--- src/rtl/sdram_wr_pkg.sv ---
package sdram_wr_pkg;
  typedef enum logic [2:0] {
    CMD_NOP,
    CMD_WRITE,
    CMD_READ,
    CMD_BST,
    CMD_PRE,
    CMD_OTHER
  } cmd_e;

  localparam int unsigned BL_SEL_W = 3;
  localparam int unsigned FIX_CNT_W = 3;
endpackage

--- src/rtl/sdram_wr_cmd_dec.sv ---
module sdram_wr_cmd_dec
  import sdram_wr_pkg::*;
(
  input  logic cs_n,
  input  logic ras_n,
  input  logic cas_n,
  input  logic we_n,
  output cmd_e cmd
);
  always_comb begin
    if (cs_n) begin
      cmd = CMD_NOP;
    end else begin
      case ({ras_n, cas_n, we_n})
        3'b111:  cmd = CMD_NOP;
        3'b100:  cmd = CMD_WRITE;
        3'b101:  cmd = CMD_READ;
        3'b110:  cmd = CMD_BST;
        3'b010:  cmd = CMD_PRE;
        default: cmd = CMD_OTHER;
      endcase
    end
  end
endmodule

--- src/rtl/sdram_wr_burst_ctrl.sv ---
module sdram_wr_burst_ctrl
  import sdram_wr_pkg::*;
#(
  parameter int unsigned COL_W  = 8,
  parameter int unsigned BANK_W = 2
) (
  input  logic              clk,
  input  logic              rst_n,
  input  cmd_e              cmd,
  input  logic [BANK_W-1:0] ba,
  input  logic [COL_W-1:0]  col_in,
  input  logic              ap_in,
  input  logic [BL_SEL_W-1:0] bl_sel,
  output logic              beat_en,
  output logic [BANK_W-1:0] beat_bank,
  output logic [COL_W-1:0]  beat_col,
  output logic              beat_pre
);
  localparam int unsigned CNT_W = FIX_CNT_W;

  logic              active_q, active_d;
  logic              full_q, full_d;
  logic              ap_q, ap_d;
  logic [BANK_W-1:0] bank_q, bank_d;
  logic [COL_W-1:0]  col_q, col_d;
  logic [COL_W-1:0]  mask_q, mask_d;
  logic [CNT_W-1:0]  left_q, left_d;
  logic [COL_W-1:0]  new_mask;
  logic              stop_cmd;

  function automatic logic [COL_W-1:0] step_col(input logic [COL_W-1:0] c,
                                                input logic [COL_W-1:0] m);
    return (c & ~m) | ((c + COL_W'(1)) & m);
  endfunction

  assign new_mask = bl_sel[2] ? {COL_W{1'b1}}
                              : COL_W'((COL_W'(1) << bl_sel[1:0]) - COL_W'(1));
  assign stop_cmd = (cmd == CMD_READ) || (cmd == CMD_BST) || (cmd == CMD_PRE);

  always_comb begin
    active_d  = active_q;
    full_d    = full_q;
    ap_d      = ap_q;
    bank_d    = bank_q;
    col_d     = col_q;
    mask_d    = mask_q;
    left_d    = left_q;
    beat_en   = 1'b0;
    beat_bank = bank_q;
    beat_col  = col_q;
    beat_pre  = 1'b0;
    if (cmd == CMD_WRITE) begin
      beat_en   = 1'b1;
      beat_bank = ba;
      beat_col  = col_in;
      active_d  = (bl_sel != '0);
      full_d    = bl_sel[2];
      ap_d      = ap_in;
      bank_d    = ba;
      mask_d    = new_mask;
      col_d     = step_col(col_in, new_mask);
      left_d    = new_mask[CNT_W-1:0];
      beat_pre  = (bl_sel == '0) && ap_in;
    end else if (active_q) begin
      if (stop_cmd) begin
        active_d = 1'b0;
      end else begin
        beat_en = 1'b1;
        col_d   = step_col(col_q, mask_q);
        if (!full_q) begin
          left_d = left_q - CNT_W'(1);
          if (left_q == CNT_W'(1)) begin
            active_d = 1'b0;
            beat_pre = ap_q;
          end
        end
      end
    end
  end

  always_ff @(posedge clk or negedge rst_n) begin
    if (!rst_n) begin
      active_q <= 1'b0;
      full_q   <= 1'b0;
      ap_q     <= 1'b0;
      bank_q   <= '0;
      col_q    <= '0;
      mask_q   <= '0;
      left_q   <= '0;
    end else begin
      active_q <= active_d;
      full_q   <= full_d;
      ap_q     <= ap_d;
      bank_q   <= bank_d;
      col_q    <= col_d;
      mask_q   <= mask_d;
      left_q   <= left_d;
    end
  end

  // full-page column rolls from the last column to zero
  p_page_wrap_r4: assert property (@(posedge clk) disable iff (!rst_n)
    (active_q && full_q && (col_q == {COL_W{1'b1}}) &&
     (cmd != CMD_WRITE) && !stop_cmd) |=> (col_q == '0));

  // a fixed burst never runs with zero beats left
  p_fixed_left_r3: assert property (@(posedge clk) disable iff (!rst_n)
    (active_q && !full_q) |-> (left_q != '0));
endmodule

--- src/rtl/sdram_wr_beat_reg.sv ---
module sdram_wr_beat_reg #(
  parameter int unsigned COL_W  = 8,
  parameter int unsigned BANK_W = 2,
  parameter int unsigned DATA_W = 32,
  parameter int unsigned BE_W   = DATA_W / 8
) (
  input  logic              clk,
  input  logic              rst_n,
  input  logic              beat_en,
  input  logic [BANK_W-1:0] beat_bank,
  input  logic [COL_W-1:0]  beat_col,
  input  logic [DATA_W-1:0] beat_data,
  input  logic [BE_W-1:0]   beat_mask,
  input  logic              beat_pre,
  output logic              wr_vld,
  output logic [BANK_W-1:0] wr_bank,
  output logic [COL_W-1:0]  wr_col,
  output logic [DATA_W-1:0] wr_data,
  output logic [BE_W-1:0]   wr_be,
  output logic              pre_vld,
  output logic [BANK_W-1:0] pre_bank
);
  always_ff @(posedge clk or negedge rst_n) begin
    if (!rst_n) begin
      wr_vld  <= 1'b0;
      pre_vld <= 1'b0;
    end else begin
      wr_vld  <= beat_en;
      pre_vld <= beat_pre;
    end
  end

  always_ff @(posedge clk or negedge rst_n) begin
    if (!rst_n) begin
      wr_bank <= '0;
      wr_col  <= '0;
      wr_data <= '0;
      wr_be   <= '0;
    end else if (beat_en) begin
      wr_bank <= beat_bank;
      wr_col  <= beat_col;
      wr_data <= beat_data;
      wr_be   <= ~beat_mask;
    end
  end

  always_ff @(posedge clk or negedge rst_n) begin
    if (!rst_n) begin
      pre_bank <= '0;
    end else if (beat_pre) begin
      pre_bank <= beat_bank;
    end
  end
endmodule

--- src/rtl/sdram_wr_engine.sv ---
module sdram_wr_engine
  import sdram_wr_pkg::*;
#(
  parameter int unsigned COL_W  = 8,
  parameter int unsigned BANK_W = 2,
  parameter int unsigned DATA_W = 32,
  parameter int unsigned BE_W   = DATA_W / 8
) (
  input  logic              clk,
  input  logic              rst_n,
  input  logic              cs_n,
  input  logic              ras_n,
  input  logic              cas_n,
  input  logic              we_n,
  input  logic [BANK_W-1:0] ba,
  input  logic [COL_W-1:0]  addr,
  input  logic              ap_flag,
  input  logic [DATA_W-1:0] dq,
  input  logic [BE_W-1:0]   dqm,
  input  logic [BL_SEL_W-1:0] bl_mode,
  output logic              wr_vld,
  output logic [BANK_W-1:0] wr_bank,
  output logic [COL_W-1:0]  wr_col,
  output logic [DATA_W-1:0] wr_data,
  output logic [BE_W-1:0]   wr_be,
  output logic              pre_vld,
  output logic [BANK_W-1:0] pre_bank
);
  logic [1:0]        rst_pipe;
  logic              rst_i_n;
  cmd_e              cmd;
  logic              beat_en;
  logic [BANK_W-1:0] beat_bank;
  logic [COL_W-1:0]  beat_col;
  logic              beat_pre;

  always_ff @(posedge clk or negedge rst_n) begin
    if (!rst_n) rst_pipe <= '0;
    else        rst_pipe <= {rst_pipe[0], 1'b1};
  end
  assign rst_i_n = rst_pipe[1];

  sdram_wr_cmd_dec u_dec (
    .cs_n (cs_n),
    .ras_n(ras_n),
    .cas_n(cas_n),
    .we_n (we_n),
    .cmd  (cmd)
  );

  sdram_wr_burst_ctrl #(.COL_W(COL_W), .BANK_W(BANK_W)) u_ctrl (
    .clk      (clk),
    .rst_n    (rst_i_n),
    .cmd      (cmd),
    .ba       (ba),
    .col_in   (addr),
    .ap_in    (ap_flag),
    .bl_sel   (bl_mode),
    .beat_en  (beat_en),
    .beat_bank(beat_bank),
    .beat_col (beat_col),
    .beat_pre (beat_pre)
  );

  sdram_wr_beat_reg #(.COL_W(COL_W), .BANK_W(BANK_W), .DATA_W(DATA_W), .BE_W(BE_W)) u_beat (
    .clk      (clk),
    .rst_n    (rst_i_n),
    .beat_en  (beat_en),
    .beat_bank(beat_bank),
    .beat_col (beat_col),
    .beat_data(dq),
    .beat_mask(dqm),
    .beat_pre (beat_pre),
    .wr_vld   (wr_vld),
    .wr_bank  (wr_bank),
    .wr_col   (wr_col),
    .wr_data  (wr_data),
    .wr_be    (wr_be),
    .pre_vld  (pre_vld),
    .pre_bank (pre_bank)
  );

  // a WRITE produces its own beat right after the edge that takes it
  p_write_beat_r1: assert property (@(posedge clk) disable iff (!rst_i_n)
    (cmd == CMD_WRITE) |=> (wr_vld && wr_col == $past(addr) &&
                            wr_bank == $past(ba) && wr_data == $past(dq)));

  // READ takes no data
  p_read_blocks_r6: assert property (@(posedge clk) disable iff (!rst_i_n)
    (cmd == CMD_READ) |=> !wr_vld);

  // BURST TERMINATE drops its own data word
  p_bst_drops_r7: assert property (@(posedge clk) disable iff (!rst_i_n)
    (cmd == CMD_BST) |=> !wr_vld);

  // PRECHARGE drops its own data word
  p_pre_drops_r8: assert property (@(posedge clk) disable iff (!rst_i_n)
    (cmd == CMD_PRE) |=> !wr_vld);

  // a precharge request accompanies a final beat
  p_pre_with_beat_r10: assert property (@(posedge clk) disable iff (!rst_i_n)
    pre_vld |-> wr_vld);
endmodule

--- config.mk ---
export PLATFORM = sky130hd
export DESIGN_NAME = sdram_wr_engine
export DESIGN_NICKNAME = d
export VERILOG_FILES = /design/src/rtl/sdram_wr_pkg.sv /design/src/rtl/sdram_wr_cmd_dec.sv /design/src/rtl/sdram_wr_burst_ctrl.sv /design/src/rtl/sdram_wr_beat_reg.sv /design/src/rtl/sdram_wr_engine.sv
export SDC_FILE = /design/constraint.sdc
export NUM_CORES = 1
export LEC_CHECK = 0
export BUFFER_PORTS_ARGS = -buffer_cell sky130_fd_sc_hd__buf_2
export CAP_MARGIN = 20
export CORE_ASPECT_RATIO = 2
export CORE_MARGIN = 3
export CORE_UTILIZATION = 29
export DETAILED_ROUTE_END_ITERATION = 10
export GPL_TIMING_DRIVEN = 0
export PLACE_DENSITY_LB_ADDON = 0.12
export SETUP_SLACK_MARGIN = 0.1
export SYNTH_ARGS = -nofsm -noshare
export SYNTH_HDL_FRONTEND = slang
export SYNTH_SLANG_ARGS = --single-unit
--- constraint.sdc ---
create_clock -name clk -period 2.75 [get_ports clk]
set_input_delay 0 -clock clk [delete_from_list [all_inputs] [get_ports clk]]
set_output_delay 0 -clock clk [all_outputs]
set_load 0.02 [all_outputs]
; After elaboration in Yosys (flattened, before gate mapping)
; Index checks and enable logic that the tools add are counted.
[word_totals]
reg_bits = 76
in_bits = 56
output_inout_bits = 50
elab_cells = 74
[op_classes]
add_sub_neg = 4
eq_ne = 12
shifts = 1
mux = 25
bitwise_logic = 9
reduce_logical = 8
[op_table]
columns = cell, n
row1 = $mux 8, 5
row2 = $and 8x8->8, 4
row3 = $add 8x1->8 const B, 2
row4 = $not 8->8, 2
row5 = $or 8x8->8, 2
row6 = $eq 3x3->1 const B, 5
row7 = $mux 3, 5
row8 = $pmux 3 s5, 1
row9 = $mux 1, 13
row10 = $eq 3x2->1 const B, 3
row11 = $shl 1x2->8 const A, 1
row12 = $sub 8x2->8 const B, 1
row13 = $eq 3x1->1 const B, 2
row14 = $ne 2x2->1 const B, 2
row15 = $not 4->4, 1
row16 = $logic_not 3->1, 1
row17 = $reduce_and 3->1, 1
row18 = $reduce_bool 3->1, 1
row19 = $sub 3x1->3 const B, 1
row20 = $logic_or 1x1->1, 2
row21 = $mux 2, 1
row22 = $reduce_and 2->1, 1
row23 = $reduce_bool 2->1, 1
row24 = $logic_and 1x1->1, 1

; Depth between registers and ports, before layout
[depth]
depth_word = 9
ltp_mapped = 7
mapped_depth_nobuf = 7

; By module
; From an unflattened synthesis, not the netlist that was laid out.
[unflattened]
cells_unflattened = 285
hier_area_um2 = 3458.3
[modules_own_cells]
columns = module, instances, cells_each, area_per_inst_um2
row1 = sdram_wr_beat_reg, 1, 107, 1940.6
row2 = sdram_wr_burst_ctrl, 1, 170, 1423.9
row3 = sdram_wr_engine, 1, 3, 53.8
row4 = sdram_wr_cmd_dec, 1, 5, 40.0

; Worst setup path after synthesis
; Ideal clock, no wire load.
[synth_path]
kind = reg-to-reg
startpoint = register u_ctrl.active_q
endpoint = register u_beat.wr_data[0]
setup_time_ns = 0.128
t_arrival_ns = 1.523
required_time_ns = 2.622
slack_ns = 1.100
stages_incl_launch_ff = 5
n_path_buf = 1
synth_period_minus_slack_ns = 1.650
cell_sequence = dfrtp_1 > nor3b_1 > a211oi_2 > buf_2 > mux2_1
[synth_between]
elab_chain_cells = 2
[synth_rtl]
columns = item, line_no
row1 = from (decl), sdram_wr_burst_ctrl.sv:21  ; logic active_q, active_d;
row2 = from (signal assigned), sdram_wr_burst_ctrl.sv:91  ; active_q <= active_d;
row3 = $mux 1, sdram_wr_burst_ctrl.sv:64  ; end else if (active_q) begin
row4 = $mux 1, sdram_wr_burst_ctrl.sv:52  ; if (cmd == CMD_WRITE) begin
row5 = to (signal assigned), sdram_wr_beat_reg.sv:42  ; wr_data <= beat_data;
row6 = to (decl), sdram_wr_beat_reg.sv:18  ; output logic [DATA_W-1:0] wr_data,
; Every way passes these cells.
; A chain may end at the register's enable or synchronous reset.

; Worst setup path in the final report
[layout_path]
startpoint = register u_ctrl.active_q
endpoint = register u_beat.wr_data[25]
; Same word-level chain as after synthesis.

==> results.toml <==
[outcome]
outcome = "finished clean"

[placement]
portBuffers = 105
dpl.hpwl_mm = 6.44
dp_slack_ps = 615
dp_cells = 535
placed_cell_area_mm2 = 0.00401
gp_congestion = 0.704

[cells_and_area]
final_area_mm2 = 0.00485
antenna_cells = 0
utilization_pct = 44.0
fin_cells = 600
nFillCells = 1038
nNetsFinal = 516
area_growth_pct = 47.4
drive_gt1_share_pct = 30.0

[global_route]
overflow = 0
grt_start_max_net_pins = 38
grt_pass1_wl_mm = 13.7
grt_pass1_vias = 2799
grt_usage_pct = 14.3
antenna_found_initial = 0

[floorplan]
io_pins = 106
die_y_um = 157
start_util_pct = 29.9
dieArea_mm2 = 0.0127
core_area_mm2 = 0.0110
rows = 54
die_w_um = 81.3

[detailed_routing]
drt_first_pass_iters = 4
num_vias = 2711
drc = 0
wl_per_cell_um = 14.4
ant_nets = 0
drt_iter0_drc = 57
vias_per_cell = 4.52
drt-total-wl_mm = 8.66

[clocking]
clk_latency_ps = 330
cts_root_buf = "clkbuf_16"
numCtsBuffers = 9
cts_tree = "built"
clkTransAtPathRegs_ps = 60
htree_levels = 3
cts_resized = 0
clock_path_buffers = 2
cts_sinks = 75

[timing]
report.final.hold_viol_count = 0
drv_slew = 0
final.setup_skew_ps = 6.22
slew_headroom_pct = 52.9
fin_crit_sh_pct = 73.1
rsz0062_at_grt = "false"
fin_crit_ps = 2010
setup_viol_count_final = 0
fin_ws_ps = 740
tightest_slew_ps = 703
fmax_ghz = 0.498

[synth]
syn_inst = 289
yosysSeqAreaShare_pct = 57.1
synth_nets = 350
yosysWarnings = 0
avgSynthCellArea_um2 = 11.4
syn_area_mm2 = 0.00329
ys_ff_latch = 75
synthDistinctLibCells = 43

[setup_path]
arrival_ps = 2220
crit_type = "flop to flop"
reg2reg_slack_ps = 740
worst_setup_path_start_kind = "flop"
endpoint_kind = "flop"
crit_required_ps = 2960
timing.critical_path.fanout_max = 10

[run]
max_cap_violations = 0

[power]
leakage_nw = 2.29
ir_worst_vdd_v = 0.000434
power-per-cell-area_mw_per_mm2 = 993

[min_path]
hold_class = "input port to flop"
## area by class of cell
class                           count  area (um2)  share of cell area, %
Buffer                             13        62.6                   1.29
Tap cell                          140         175                   3.61
Multi-Input combinational cell    198        1340                   27.6
Timing Repair Buffer              155        1040                   21.4
Sequential cell                    75        1880                   38.8
Inverter                            3        11.3                  0.232
Clock buffer                       10         229                   4.72
Clock inverter                      6         114                   2.35
## final timing paths
path                                      start                  to  depth (start not counted)
min in group asynchronous           rst_pipe[1]  u_beat.wr_data[17]                          0
max in group asynchronous           rst_pipe[1]   u_beat.wr_data[2]                          1
worst min-delay path                 bl_mode[2]    u_ctrl.mask_q[6]                          3
worst max-delay path            u_ctrl.active_q  u_beat.wr_data[25]                          4
worst min register to register      rst_pipe[1]  u_beat.wr_data[17]                          0
worst max register to register  u_ctrl.active_q  u_beat.wr_data[25]                          4
## synthesized netlist by cell type (all sizes together)
cell type	instances	share of area, %
dfrtp	75	57
nand2	52	5.9
mux2	38	13
nor2	22	2.5
a21oi	12	1.8
o21ai	10	1.6
a31oi	9	1.7
nand3	9	1.4
clkbuf	7	0.80
xnor2	7	1.9
buf	6	1.1
xor2	6	1.6
ha	5	1.9
inv	3	0.34
nand4	3	0.76
a21o	2	0.46
and3	2	0.38
nand2b	2	0.38
a211oi	1	0.38
a41oi	1	0.27
and2	1	0.19
and4b	1	0.30
conb	1	0.11
mux2i	1	0.30
nand4bb	1	0.34
nor2b	1	0.19
nor3	1	0.15
nor3b	1	0.23
nor4	1	0.19
nor4b	1	0.72
o2111ai	1	0.27
o221ai	1	0.27
o22ai	1	0.19
o2bb2ai	1	0.27
or2	1	0.19
or3b	1	0.27
or4b	1	0.30
## registers in the layout, summed over array words and instances, names as in the netlist, named ones only
name / count
u_ctrl.bank_q: 2
u_beat.pre_vld: 1
u_beat.wr_data: 32
u_beat.wr_col: 8
rst_pipe: 2
u_ctrl.full_q: 1
u_ctrl.active_q: 1
u_ctrl.mask_q: 7
u_ctrl.left_q: 3
u_ctrl.col_q: 1
u_beat.wr_bank: 2
u_beat.wr_vld: 1
u_beat.wr_be: 4
u_beat.pre_bank: 2
u_ctrl.ap_q: 1
## where the power goes
| part | switching (mW) | internal (mW) |
|---|---|---|
| Sequential | 0.279 | 1.56 |
| Clock | 0.456 | 0.888 |
| Combinational | 0.960 | 0.672 |
## layout by cell type (no fill, tap or decap), types with 2 or more instances in the layout
| cell | n |
|---|---|
| nand4_1 | 2 |
| a21oi_1 | 12 |
| clkinvlp_4 | 2 |
| mux2_1 | 33 |
| dlygate4sd3_1 | 49 |
| bufinv_16 | 3 |
| clkbuf_16 | 9 |
| xor2_1 | 6 |
| buf_2 | 110 |
| xnor2_1 | 7 |
| o21ai_1 | 9 |
| nand2_1 | 52 |
| and3_1 | 2 |
| nor2_1 | 22 |
| ha_1 | 5 |
| a31oi_1 | 9 |
| inv_1 | 2 |
| nand3_1 | 9 |
| dfrtp_1 | 74 |
| mux2_2 | 3 |
| a21o_1 | 2 |
| nand2b_1 | 2 |
| clkbuf_1 | 8 |
| mux2_4 | 2 |
## stage by stage
stage / TNS [ps] / hold WS [ps] / total power, mW
floorplan: 0 / -296 / 2.85
global placement: -32860 / -214 / 3.43
detailed placement: 0 / -213 / 3.47
CTS: 0 / 28.5 / 4.89
global route: 0 / 48.8 / 5.12
finish: 0 / 33.5 / 4.81
## critical path, stage by stage, from the launching register on
cell	delay [ps]
dfrtp_1	410
nor3b_1	160
a211oi_2	580
buf_2	370
mux2_1	350
## cell families after synthesis
logic type | count (synthesis) | share of synthesized area [%]
AOI/OAI and AO/OA | 39 | 7.27
xor gates and xnor gates | 13 | 3.46
and+or+nand+nor | 101 | 14.4
buffers and inverters | 16 | 2.24
muxes | 39 | 13.5
adders and majority gates | 5 | 1.90
other | 1 | 0.114
DFF | 75 | 57.1
## per-layer routing
metal | share of wire, % | global-route usage (%) | vias to the layer above
li1 | - | - | 1330
met1 | 38 | 14.4 | 1281
met2 | 55 | 26.9 | 89
met3 | 5.6 | 3.34 | 11
met4 | 1.7 | 6.29 | 0
met5 | 0 | 0 | -
## what timing repair did
item | CTS | global route
hold buffers | 49 | 0
buffers inserted | 0 | 0
endpoints found under the hold margin | 52 | 0
No activity file was read; power rests on OpenSTA's default activity.
